--- src/rtl/fcd_pkg.sv ---
package fcd_pkg;

    localparam int LOC_W = 24;

    localparam logic [7:0] CLS_REG_H = 8'h00;
    localparam logic [7:0] CLS_DATA  = 8'h01;
    localparam logic [7:0] CLS_CMD   = 8'h02;
    localparam logic [7:0] CLS_REG_W = 8'h03;

    localparam logic [31:0] CODE_ERASE      = 32'h03;
    localparam logic [31:0] CODE_UNL_START  = 32'h08;
    localparam logic [31:0] CODE_UNL_END    = 32'h09;
    localparam logic [31:0] CODE_LCK_START  = 32'h0A;
    localparam logic [31:0] CODE_LCK_END    = 32'h0B;
    localparam logic [31:0] CODE_TGT_START  = 32'h0C;
    localparam logic [31:0] CODE_TGT_END    = 32'h0D;
    localparam logic [31:0] CODE_UNLOCK_ALL = 32'h0E;
    localparam logic [31:0] CODE_VERIFY     = 32'h15;

    typedef enum logic [2:0] {
        OP_NONE       = 3'd0,
        OP_ERASE      = 3'd1,
        OP_VERIFY     = 3'd2,
        OP_UNLOCK_ALL = 3'd3,
        OP_UNLOCK     = 3'd4,
        OP_LOCK       = 3'd5,
        OP_TIGHT      = 3'd6
    } op_t;

    typedef enum logic [1:0] {
        PR_OPEN   = 2'd0,
        PR_LOCKED = 2'd1,
        PR_TIGHT  = 2'd2
    } prot_t;

    typedef enum logic [1:0] {
        RK_NONE   = 2'd0,
        RK_UNLOCK = 2'd1,
        RK_LOCK   = 2'd2,
        RK_TIGHT  = 2'd3
    } range_t;

    function automatic int blk_shift(input int layout);
        return (layout == 0) ? 10 : 12;
    endfunction

    function automatic int pg_shift(input int layout);
        return (layout == 0) ? 4 : 6;
    endfunction

    function automatic int blk_fw(input int layout);
        return LOC_W - blk_shift(layout);
    endfunction

    function automatic int pg_fw(input int layout);
        return blk_shift(layout) - pg_shift(layout);
    endfunction

    function automatic range_t start_kind(input logic [31:0] code);
        case (code)
            CODE_UNL_START: return RK_UNLOCK;
            CODE_LCK_START: return RK_LOCK;
            CODE_TGT_START: return RK_TIGHT;
            default:        return RK_NONE;
        endcase
    endfunction

    function automatic range_t end_kind(input logic [31:0] code);
        case (code)
            CODE_UNL_END: return RK_UNLOCK;
            CODE_LCK_END: return RK_LOCK;
            CODE_TGT_END: return RK_TIGHT;
            default:      return RK_NONE;
        endcase
    endfunction

    function automatic op_t kind_op(input range_t k);
        case (k)
            RK_UNLOCK: return OP_UNLOCK;
            RK_LOCK:   return OP_LOCK;
            RK_TIGHT:  return OP_TIGHT;
            default:   return OP_NONE;
        endcase
    endfunction

endpackage

--- src/rtl/fcd_addr_split.sv ---
module fcd_addr_split
    import fcd_pkg::*;
#(
    parameter int LAYOUT = 0,
    localparam int BS     = blk_shift(LAYOUT),
    localparam int PS     = pg_shift(LAYOUT),
    localparam int BLK_FW = blk_fw(LAYOUT),
    localparam int PG_FW  = pg_fw(LAYOUT)
) (
    input  logic [31:0]       addr,
    output logic [7:0]        cls,
    output logic [BLK_FW-1:0] blk,
    output logic [PG_FW-1:0]  pg,
    output logic [LOC_W-1:0]  reg_word
);
    logic [LOC_W-1:0] loc;
    logic             unused_lsb;

    assign cls        = addr[31:24];
    assign loc        = addr[LOC_W-1:0];
    assign blk        = loc[LOC_W-1:BS];
    assign pg         = loc[BS-1:PS];
    assign unused_lsb = loc[0];

    // Class 0x00 addresses half-word registers, class 0x03 word registers.
    always_comb begin
        if (cls == CLS_REG_W) reg_word = loc >> 2;
        else                  reg_word = loc >> 1;
    end
endmodule

--- src/rtl/fcd_word_ctr.sv ---
module fcd_word_ctr #(
    parameter int MAIN   = 8,
    parameter int SPARE  = 2,
    parameter int LOC_W  = 20,
    localparam int IDX_W = $clog2(MAIN + SPARE)
) (
    input  logic             clk,
    input  logic             rst,
    input  logic             step,
    input  logic [LOC_W-1:0] loc,
    input  logic             spare_en,
    output logic [IDX_W-1:0] idx,
    output logic             in_spare
);
    localparam logic [IDX_W:0] MAIN_N = (IDX_W + 1)'(MAIN);
    localparam logic [IDX_W:0] TOT_N  = (IDX_W + 1)'(MAIN + SPARE);

    logic [IDX_W:0]   cnt, cur, nxt, total;
    logic [LOC_W-1:0] last_loc;
    logic             have_loc;
    logic             unused_top;

    always_comb begin
        total = spare_en ? TOT_N : MAIN_N;
        if (have_loc && (loc == last_loc) && (cnt < total)) cur = cnt;
        else                                                cur = '0;
        nxt = ((cur + 1'b1) == total) ? '0 : (cur + 1'b1);
    end

    assign idx        = cur[IDX_W-1:0];
    assign in_spare   = (cur >= MAIN_N);
    assign unused_top = cur[IDX_W];

    always_ff @(posedge clk) begin
        if (rst) begin
            cnt      <= '0;
            last_loc <= '0;
            have_loc <= 1'b0;
        end else if (step) begin
            cnt      <= nxt;
            last_loc <= loc;
            have_loc <= 1'b1;
        end
    end
endmodule

--- src/rtl/fcd_prot_table.sv ---
module fcd_prot_table
    import fcd_pkg::*;
#(
    parameter int BLK_W = 3,
    localparam int NB   = 1 << BLK_W
) (
    input  logic             clk,
    input  logic             rst,
    input  logic             upd,
    input  op_t              upd_op,
    input  logic [BLK_W-1:0] lo,
    input  logic [BLK_W-1:0] hi,
    input  logic [BLK_W-1:0] query,
    output logic             q_open
);
    logic [NB-1:0] open_vec;

    for (genvar g = 0; g < NB; g++) begin : g_ent
        localparam logic [BLK_W-1:0] ME = BLK_W'(g);
        prot_t st;
        logic  in_rng;

        assign in_rng      = (ME >= lo) && (ME <= hi);
        assign open_vec[g] = (st == PR_OPEN);

        always_ff @(posedge clk) begin
            if (rst) begin
                st <= PR_LOCKED;
            end else if (upd) begin
                case (upd_op)
                    OP_UNLOCK_ALL: if (st != PR_TIGHT) st <= PR_OPEN;
                    OP_UNLOCK:     if (in_rng && st != PR_TIGHT) st <= PR_OPEN;
                    OP_LOCK:       if (in_rng && st != PR_TIGHT) st <= PR_LOCKED;
                    OP_TIGHT:      if (in_rng) st <= PR_TIGHT;
                    default:       ;
                endcase
            end
        end
    end

    assign q_open = open_vec[query];
endmodule

--- src/rtl/flash_cmd_decoder.sv ---
module flash_cmd_decoder
    import fcd_pkg::*;
#(
    parameter int LAYOUT      = 0,
    parameter int MAIN_WORDS  = 8,
    parameter int SPARE_WORDS = 2,
    parameter int BLK_W       = 3,
    localparam int IDX_W      = $clog2(MAIN_WORDS + SPARE_WORDS),
    localparam int BLK_FW     = blk_fw(LAYOUT)
) (
    input  logic              clk,
    input  logic              rst,
    input  logic              bus_valid,
    input  logic              bus_write,
    input  logic [31:0]       bus_addr,
    input  logic [31:0]       bus_wdata,
    output logic              bus_ready,
    output logic [31:0]       bus_rdata,
    output logic              wr_stb,
    output logic [31:0]       wr_data,
    output logic              rd_stb,
    input  logic [31:0]       rd_word,
    output logic [IDX_W-1:0]  word_idx,
    output logic              word_spare,
    output logic              req_valid,
    input  logic              req_ready,
    input  logic              req_done,
    output logic [2:0]        req_op,
    output logic [BLK_FW-1:0] req_blk_lo,
    output logic [BLK_FW-1:0] req_blk_hi,
    output logic              locked_err,
    output logic              seq_err
);
    localparam int PG_FW = pg_fw(LAYOUT);

    logic [7:0]        cls;
    logic [BLK_FW-1:0] blk;
    logic [PG_FW-1:0]  pg;
    logic [LOC_W-1:0]  reg_word;

    logic busy, spare_en, blk_open;
    logic acc, acc_wr, data_acc, reg_cls, reg_wr;

    range_t            pend_kind, sk, ek;
    logic [BLK_FW-1:0] pend_blk;

    logic              iss, set_lk, set_sq, pend_wr;
    op_t               iss_op;
    range_t            pend_kind_n;
    logic [BLK_FW-1:0] iss_lo, iss_hi;

    fcd_addr_split #(.LAYOUT(LAYOUT)) u_split (
        .addr     (bus_addr),
        .cls      (cls),
        .blk      (blk),
        .pg       (pg),
        .reg_word (reg_word)
    );

    assign bus_ready = ~busy;
    assign acc       = bus_valid & bus_ready;
    assign acc_wr    = acc & bus_write;
    assign data_acc  = acc & (cls == CLS_DATA);
    assign reg_cls   = (cls == CLS_REG_H) || (cls == CLS_REG_W);
    assign reg_wr    = acc_wr & reg_cls;

    assign wr_stb  = data_acc & bus_write & blk_open;
    assign wr_data = bus_wdata;
    assign rd_stb  = data_acc & ~bus_write;

    fcd_word_ctr #(
        .MAIN  (MAIN_WORDS),
        .SPARE (SPARE_WORDS),
        .LOC_W (BLK_FW + PG_FW)
    ) u_ctr (
        .clk      (clk),
        .rst      (rst),
        .step     (data_acc),
        .loc      ({blk, pg}),
        .spare_en (spare_en),
        .idx      (word_idx),
        .in_spare (word_spare)
    );

    fcd_prot_table #(.BLK_W(BLK_W)) u_prot (
        .clk    (clk),
        .rst    (rst),
        .upd    (iss),
        .upd_op (iss_op),
        .lo     (iss_lo[BLK_W-1:0]),
        .hi     (iss_hi[BLK_W-1:0]),
        .query  (blk[BLK_W-1:0]),
        .q_open (blk_open)
    );

    assign sk = start_kind(bus_wdata);
    assign ek = end_kind(bus_wdata);

    // Command decode: the data word written to the command class picks the operation.
    always_comb begin
        iss         = 1'b0;
        iss_op      = OP_ERASE;
        iss_lo      = blk;
        iss_hi      = blk;
        set_lk      = 1'b0;
        set_sq      = 1'b0;
        pend_wr     = 1'b0;
        pend_kind_n = RK_NONE;
        if (acc_wr && cls == CLS_DATA && !blk_open) set_lk = 1'b1;
        if (acc_wr && cls == CLS_CMD) begin
            if (sk != RK_NONE) begin
                pend_wr     = 1'b1;
                pend_kind_n = sk;
            end else if (ek != RK_NONE) begin
                pend_wr = 1'b1;
                if (pend_kind == ek) begin
                    iss    = 1'b1;
                    iss_op = kind_op(ek);
                    iss_lo = (pend_blk < blk) ? pend_blk : blk;
                    iss_hi = (pend_blk < blk) ? blk : pend_blk;
                end else begin
                    set_sq = 1'b1;
                end
            end else begin
                case (bus_wdata)
                    CODE_ERASE: begin
                        if (blk_open) iss = 1'b1;
                        else          set_lk = 1'b1;
                    end
                    CODE_VERIFY: begin
                        iss    = 1'b1;
                        iss_op = OP_VERIFY;
                    end
                    CODE_UNLOCK_ALL: begin
                        iss    = 1'b1;
                        iss_op = OP_UNLOCK_ALL;
                        iss_lo = '0;
                        iss_hi = '1;
                    end
                    default: ;
                endcase
            end
        end
    end

    always_ff @(posedge clk) begin
        if (rst) begin
            pend_kind <= RK_NONE;
            pend_blk  <= '0;
        end else if (pend_wr) begin
            pend_kind <= pend_kind_n;
            pend_blk  <= blk;
        end
    end

    // Request register and bus stall.
    always_ff @(posedge clk) begin
        if (rst) begin
            req_valid  <= 1'b0;
            busy       <= 1'b0;
            req_op     <= OP_NONE;
            req_blk_lo <= '0;
            req_blk_hi <= '0;
        end else if (iss) begin
            req_valid  <= 1'b1;
            busy       <= 1'b1;
            req_op     <= iss_op;
            req_blk_lo <= iss_lo;
            req_blk_hi <= iss_hi;
        end else begin
            if (req_ready || req_done) req_valid <= 1'b0;
            if (req_done)              busy      <= 1'b0;
        end
    end

    // Status and configuration registers.
    always_ff @(posedge clk) begin
        if (rst) begin
            locked_err <= 1'b0;
            seq_err    <= 1'b0;
            spare_en   <= 1'b0;
        end else begin
            if (set_lk)                                             locked_err <= 1'b1;
            else if (reg_wr && reg_word == '0 && bus_wdata[0])      locked_err <= 1'b0;
            if (set_sq)                                             seq_err    <= 1'b1;
            else if (reg_wr && reg_word == '0 && bus_wdata[1])      seq_err    <= 1'b0;
            if (reg_wr && reg_word == LOC_W'(1))                    spare_en   <= bus_wdata[0];
        end
    end

    always_comb begin
        bus_rdata = '0;
        if (cls == CLS_DATA) bus_rdata = rd_word;
        else if (reg_cls) begin
            if (reg_word == '0)            bus_rdata = {30'd0, seq_err, locked_err};
            else if (reg_word == LOC_W'(1)) bus_rdata = {31'd0, spare_en};
        end
    end
endmodule

--- config.mk ---
export PLATFORM = sky130hd
export DESIGN_NAME = flash_cmd_decoder
export DESIGN_NICKNAME = d
export VERILOG_FILES = /design/src/rtl/fcd_pkg.sv /design/src/rtl/fcd_addr_split.sv /design/src/rtl/fcd_word_ctr.sv /design/src/rtl/fcd_prot_table.sv /design/src/rtl/flash_cmd_decoder.sv
export SDC_FILE = /design/constraint.sdc
export NUM_CORES = 1
export LEC_CHECK = 0
export BUFFER_PORTS_ARGS = -buffer_cell sky130_fd_sc_hd__buf_2
export CAP_MARGIN = 20
export CORE_MARGIN = 4
export CORE_UTILIZATION = 51
export CTS_CLUSTER_SIZE = 30
export DETAILED_ROUTE_END_ITERATION = 12
export GPL_TIMING_DRIVEN = 0
export PLACE_DENSITY = 0.87
export SYNTH_ARGS = -nofsm -noshare
export SYNTH_HDL_FRONTEND = slang
export SYNTH_SLANG_ARGS = --single-unit
--- constraint.sdc ---
create_clock -name clk -period 4.6 [get_ports clk]
set_input_delay 1.15 -clock clk [delete_from_list [all_inputs] [get_ports clk]]
set_output_delay 1.15 -clock clk [all_outputs]
set_load 0.01 [all_outputs]
==> metrics.md, run 1 <==
| Metric | Value |
|---|---|
| Largest cells by area after synthesis | dfxtp_1 (32%), nand2_1 (8.0%), a21oi_1 (7.1%), buf_4 (4.1%), nor2_1 (3.8%) |
| Max H-tree Level | 3 |
| Drt drc | 0 |
| Worst-path clk slew | 0.07 ns |
| Die Span Y | 115 um |
| Max Transition Viols Final | 0 |
| Min-Delay Path Class | register to register |
| Final period utilization | 96.0% |
| Clk pwr share | 42.7% |
| Initial Utilization | 52.9% |
| Worst reg2reg startpoint | busy |
| Flops & latches, synth | 94 |
| Post-DR vias/cell | 5.84 |
| Pwr dens | 239 mW/mm^2 |
| Cell taking the most area after synthesis | dfxtp_1 |
| Final ANT Viol Nets | 0 |
| R2R depth | 10 |
| Largest net degree at the start of global routing | 20 |
| Crit path kind | input pin to register |
| Layout cells sized above 1 | 28.1% |
| Post-route cell area | 0.00735 sq mm |
| Post-synth EDFFs | 0 |
| Hold Vio Cnt, Final | 0 |
| Die width | 115 um |
| Clock buffer depth | 2 |
| Max transition margin | 33.0% |
| Core ar. | 0.0110 sq mm |
| Critical-path cell list | buf_2, or4_4, or4_1, clkbuf_2, or4_4, nor2_2, nand2_1, o21ai_0, nor3_1, o22a_1, o31a_1 |
| WP data arrival | 4.66 ns |
| CTS tree | done |
| CP max stage cell | or4_4 |
| P_leak | 3.21 nW |
| Area grow syn2layout | 25.9% |
| Final setup viols | 0 |
| Post-synth ARST share | 0% |
| DRT Pass-1 Iters | 5 |
| Iteration-0 DRC count of the detailed router | 754 |
| Root Driver | clkbuf_16 |
| Hold path start | req_blk_hi[4] |
| Number of global-route vias before repair | 6082 |
| Postcts setup bufs | 0 |
| DIE AREA | 0.0132 sq mm |
| Final core occ | 66.6% |
| Top Ports | 208 |
| Post-synthesis sequential area ratio | 32.3% |
| First-pass GRT wire length | 30600 um |
| HPWL after DPL | 15500 um |
| Post-layout min period | 4.41 ns |
| R2R Path End | u_prot.g_ent[7].st[0] |
| Maximum capacitance violations | 0 |
| Max frequency | 0.227 GHz |
| Cell mode on critical path | or4_4 |
| Clock Latency Late Sink | 0.36 ns |
| Total CTS buffers | 9 |
| Element type at the critical path start | input pin |
| DP Worst Slack | -0.172 ns |
| Top FF cell, synth | dfxtp_1 |
| Sw Share | 27.0% |
| Synthesized cell area | 0.00583 sq mm |
| Yosys cell types | 69 |
| GRT overflow | 0 |
| CP Max Fanout | 7 |
| Crit path largest cell delay | 0.55 ns |
| Drt wl/cell | 17.7 um |
| Hold path cells | 2 |
| Endpoint kind of the worst setup timing path | register |
| Status | complete, no violations |
| # rows | 38 |
| Synthesized area per cell | 7.60 sq um |
| Nets | 1099 |
| Worst slew pin tran | 0.996 ns |
| Placed cell areas | 0.00703 sq mm |
| CTS sink count | 94 |
| Part of the power in registers | 46.3% |
| Cell count after synthesis | 768 |
| Via count | 6583 |
| Post-Route WL | 20000 um |
| Req. time, crit path | 4.84 ns |
| Worst setup margin | 0.185 ns |
| # port buffers | 203 |
| Top cell type's share of synthesized area | 32.3% |
| Initial antenna violation count | 1 |
| Number of synthesis warnings | 0 |
| Most common cell in the netlist | nand2_1 |
| Combinational power share | 11.0% |
| Post-synth net total | 885 |
| Worst Hold End | req_blk_hi[4] |
| RSZ-0062 raised after global routing | no |
| Max IR drop VDD | 0.169 mV |
| Post-synth top cells | nand2_1 (125), dfxtp_1 (94), a21oi_1 (83) |
| Internal power | 1.28 mW |
| Gpl congestion | 0.967 |
| Skew final | 0.0129 ns |
| NetSw | 0.474 mW |
| GRT Overall Usage | 29.1% |
| Cts hold-fix bufs | 0 |
| Overall Power | 1.76 mW |
| Register-to-register setup slack | 1.12 ns |
## flip-flops by register name, summed over array words and instances (netlist names)
name and cells:
req_blk_lo 14, pend_blk 14, req_valid 1, u_ctr.last_loc 20
req_op 3, u_prot.g_ent.st 16, seq_err 1, u_ctr.have_loc 1
locked_err 1, busy 1, pend_kind 2, u_ctr.cnt 5
spare_en 1, req_blk_hi 14
## repair_timing
item / 4_1_cts / 5_1_grt
resized for setup: 0 / 5
endpoints found under the hold margin: 0 / 0
endpoints found under the setup margin: 0 / 7
## per-layer routing
layer  vias to the layer above  wire, um  track usage [%]
met5                         -         0                0
met2                       356      9460             50.6
met4                         0       782             11.4
met1                      3030      7880             35.4
met3                        63      1820             5.42
li1                       3134         -                -
## worst max-delay path by stage
| stage | from | end | slack, ns | depth (start not counted) |
|---|---|---|---|---|
| 2_1_floorplan | bus_addr[10] | word_idx[0] | 0.29 | 7 |
| 3_3_place_gp | bus_addr[20] | word_idx[0] | -0.52 | 8 |
| 3_5_place_dp | bus_addr[29] | u_prot.g_ent[6].st[0] | -0.17 | 11 |
| 4_1_cts | bus_addr[21] | word_idx[0] | 0.04 | 9 |
| 5_1_grt | bus_addr[29] | u_prot.g_ent[6].st[0] | 0.04 | 10 |
| 6_report | bus_addr[29] | u_prot.g_ent[7].st[0] | 0.19 | 11 |
## cells in the final DEF (no fill, tap or decap), types with 18 or more instances in the layout
cell and instances:
buf_2 204, inv_1 24, o21ai_0 22, nor2_1 59, dfxtp_1 94, nand2_1 125
clkbuf_1 37, nor3_1 23, buf_4 32, and2_1 33, nor4_1 18, a21oi_1 83
## power by group through the flow
| stage | Clock, mW | Sequential (mW) | Combinational (mW) |
|---|---|---|---|
| floorplan | 0 | 0.832 | 0.0921 |
| global placement | 0 | 0.832 | 0.186 |
| detailed placement | 0 | 0.832 | 0.188 |
| CTS | 0.755 | 0.813 | 0.190 |
| global route | 0.788 | 0.813 | 0.207 |
| finish | 0.749 | 0.813 | 0.193 |
## kinds of logic (layout without fill, tap and decap cells)
family / after synthesis / in the layout / synth area share, %
buf+inv: 98 / 317 / 8.39
compound gates: 196 / 196 / 22.9
flops: 94 / 94 / 32.3
mux: 7 / 7 / 1.46
other cells: 0 / 1 / 0
xor+xnor: 24 / 24 / 3.60
simple gates: 334 / 334 / 28.1
fa+ha+maj: 15 / 15 / 3.22
## area by class of cell
cell class | count | area [sq um]
fillers | 971 | 3680
multi-input cells | 576 | 3480
flip-flops and latches | 94 | 1880
repair buffers | 204 | 1020
plain buffers | 73 | 397
clock buffers | 9 | 225
well taps | 140 | 175
inverters | 24 | 90.1
clock inverters | 7 | 72.6
diodes | 1 | 2.50
## worst max-delay path, delay by kind of cell
family	cells	cell delay [ns]
AOI/OAI and AO/OA	3	0.91
buffers and inverters	2	0.28
and+or+nand+nor	6	2.31
## stage by stage
stage | setup TNS (ns) | hold WS (ns) | std cells
floorplan | 0 | 0.440 | 768
global placement | -3.21 | 0.448 | 1111
detailed placement | -0.856 | 0.447 | 1112
CTS | 0 | 0.458 | 1128
global route | 0 | 0.478 | 1127
finish | 0 | 0.457 | 1128
(Power assumes the default switching activity.)
==> run 2, diff against run 1 <==
--- a/config.mk
+++ b/config.mk
@@ -7,12 +7,14 @@
 export LEC_CHECK = 0
 export BUFFER_PORTS_ARGS = -buffer_cell sky130_fd_sc_hd__buf_2
 export CAP_MARGIN = 20
+export CORE_ASPECT_RATIO = 0.8
 export CORE_MARGIN = 4
 export CORE_UTILIZATION = 51
 export CTS_CLUSTER_SIZE = 30
 export DETAILED_ROUTE_END_ITERATION = 12
 export GPL_TIMING_DRIVEN = 0
 export PLACE_DENSITY = 0.87
+export SETUP_SLACK_MARGIN = 0.15
 export SYNTH_ARGS = -nofsm -noshare
 export SYNTH_HDL_FRONTEND = slang
 export SYNTH_SLANG_ARGS = --single-unit
==> run 2 against run 1 <==
Compared with the run above: global-route usage down 0.35 points; flip-flop and latch count unchanged; clock power up 3.6%; critical path type unchanged; largest cell class unchanged; critical endpoint unchanged; register-to-register slack better by 0.07 ns; clock skew down 0.0057 ns; clock-buffer cell count up 1; core utilization up 0.46 points; non-clock buffer count up 2; routed wire length up 1.2%.
==> metrics.md, run 2 (same netlist as run 1, synthesis figures left out) <==
| Metric | Value |
|---|---|
| Hold Vio Cnt, Final | 0 (unchanged) |
| Max H-tree Level | 3 (unchanged) |
| Drt drc | 0 (unchanged) |
| Final setup viols | 0 (unchanged) |
| Max IR drop VDD | 0.228 mV (+35%) |
| Worst-path clk slew | 0.07 ns (about the same) |
| Register-to-register setup slack | 1.19 ns (+0.07 ns) |
| Root Driver | clkbuf_16 |
| Post-DR vias/cell | 5.83 (-0.12%) |
| Via count | 6616 (+0.50%) |
| # rows | 34 (-11%) |
| R2R Path End | u_prot.g_ent[7].st[0] |
| Largest regs | u_ctr.last_loc (20), u_prot.g_ent.st (16) |
| Post-Route WL | 20200 um (+1.2%) |
| Max Transition Viols Final | 0 (unchanged) |
| Worst Setup SP | bus_addr[29] |
| CTS tree | done |
| GRT Overall Usage | 28.7% (-0.35 points) |
| Element type at the critical path start | input pin |
| Worst reg2reg startpoint | busy |
| Hold Slack | 0.460 ns (+0.00228 ns) |
| Final ANT Viol Nets | 0 (unchanged) |
| Clock Latency Late Sink | 0.35 ns (about the same) |
| DP Worst Slack | -0.163 ns (+0.00809 ns) |
| P_leak | 3.23 nW (+0.62%) |
| Die Span Y | 104 um (-9.8%) |
| Clock buffer depth | 2 (unchanged) |
| Drt wl/cell | 17.8 um (+0.53%) |
| Most frequent cells in the layout | buf_2 (204), nand2_1 (125), dfxtp_1 (94), a21oi_1 (83), nor2_1 (59) |
| Initial Utilization | 53.0% (+0.060 points) |
| Pwr dens | 241 mW/mm^2 (+0.93%) |
| Area grow syn2layout | 26.7% |
| Largest net degree at the start of global routing | 17 (-15%) |
| Post-layout min period | 4.38 ns (-0.0368 ns) |
| Max transition margin | 43.9% (+11 points) |
| Top reg by flops | u_ctr.last_loc |
| Maximum capacitance violations | 0 (unchanged) |
| Die width | 128 um (+11%) |
| Skew final | 0.00714 ns (-0.00572 ns) |
| Layout cells sized above 1 | 28.5% (+0.45 points) |
| CP endpoint | u_prot.g_ent[7].st[0] |
| HPWL after DPL | 15600 um (+0.64%) |
| First-pass GRT wire length | 31000 um (+1.2%) |
| DRT Pass-1 Iters | 5 (unchanged) |
| Number of global-route vias before repair | 6047 (-0.58%) |
| Initial antenna violation count | 2 (+1) |
| GRT overflow | 0 (unchanged) |
| Crit path kind | input pin to register |
| Iteration-0 DRC count of the detailed router | 567 (-25%) |
| Endpoint kind of the worst setup timing path | register |
| Core ar. | 0.0110 sq mm (-0.11%) |
| Gpl congestion | 0.983 (+1.7%) |
| Max frequency | 0.228 GHz (+0.84%) |
| # port buffers | 203 (unchanged) |
| Final period utilization | 95.2% (-0.80 points) |
| Nets | 1101 (+0.18%) |
| RSZ-0062 raised after global routing | yes |
| Worst setup margin | 0.222 ns (+0.0368 ns) |
| WP data arrival | 4.62 ns (-0.04 ns) |
| Total CTS buffers | 9 (unchanged) |
| Min-Delay Path Class | register to register |
| CTS sink count | 94 (unchanged) |
| Status | complete, no violations |
| Cts hold-fix bufs | 0 (unchanged) |
| R2R depth | 10 (unchanged) |
| Worst slew pin tran | 0.842 ns (-0.154 ns) |
| CP Max Fanout | 7 (unchanged) |
| Req. time, crit path | 4.84 ns (about the same) |
| Max FFs per register | 20 (unchanged) |
| Placed cell areas | 0.00704 sq mm (about the same) |
| Post-route cell area | 0.00739 sq mm (+0.58%) |
| DIE AREA | 0.0132 sq mm (about the same) |
| Most common cell after layout, fill and taps aside | buf_2 |
| Top Ports | 208 (unchanged) |
==> run 2: how the worst min path moves through the flow <==
| stage | from | end | slack (ns) | depth (start not counted) |
|---|---|---|---|---|
| after floorplan | u_ctr.have_loc | u_ctr.have_loc | 0.44 | 2 |
| after global placement | req_op[1] | req_op[1] | 0.44 | 2 |
| after detailed placement | req_blk_hi[10] | req_blk_hi[10] | 0.45 | 2 |
| after CTS | req_blk_hi[1] | req_blk_hi[1] | 0.46 | 2 |
| after global routing | req_blk_hi[12] | req_blk_hi[12] | 0.48 | 2 |
| final | req_blk_hi[1] | req_blk_hi[1] | 0.46 | 2 |
==> run 2: layer usage <==
metal	GRT usage [%]	up-vias	part of all wire [%]
met5	0	-	0
met4	8.94	0	2.5
met3	8.44	37	12
met2	45.6	391	45
met1	37.6	3045	40
li1	-	3143	-
==> run 2: power breakdown <==
part / leakage [nW] / switching (mW) / internal, mW / total [mW]
registers: 0.757 / 0.000180 / 0.813 / 0.814
logic: 2.33 / 0.109 / 0.0839 / 0.193
clock network: 0.149 / 0.336 / 0.440 / 0.776
==> run 2: repair_timing <==
item,4_1_cts,5_1_grt
setup buffers,0,1
endpoints found under the setup margin,2,15
resized for setup,2,7
pin swaps,0,1
==> run 2: cell type report <==
| cell class | count | area (sq um) |
|---|---|---|
| fill | 957 | 3630 |
| multi-input combinational | 576 | 3490 |
| tap | 144 | 180 |
| antenna | 2 | 5.00 |
| sequential | 94 | 1880 |
| clock buffer | 10 | 239 |
| timing repair buffer | 205 | 1030 |
| clock inverter | 6 | 68.8 |
| inverter | 24 | 90.1 |
| buffer | 74 | 403 |
==> run 2: critical path, stage by stage <==
cell,delay [ns]
buf_2,0.09
or4_4,0.54
or4_1,0.51
clkbuf_2,0.18
or4_4,0.54
or2_1,0.23
clkbuf_1,0.20
or3_1,0.51
nor3_1,0.36
o21ai_0,0.17
o31a_1,0.14
==> run 2: stage by stage <==
step                      cells  power (mW)  setup TNS, ns  util [%]
after floorplan             768       0.925              0         -
after global placement     1115        1.02          -3.28      63.8
after detailed placement   1116        1.02          -1.02      63.9
after CTS                  1132        1.78              0      66.7
after global routing       1135        1.84              0      67.1
final                      1135        1.78              0      67.1
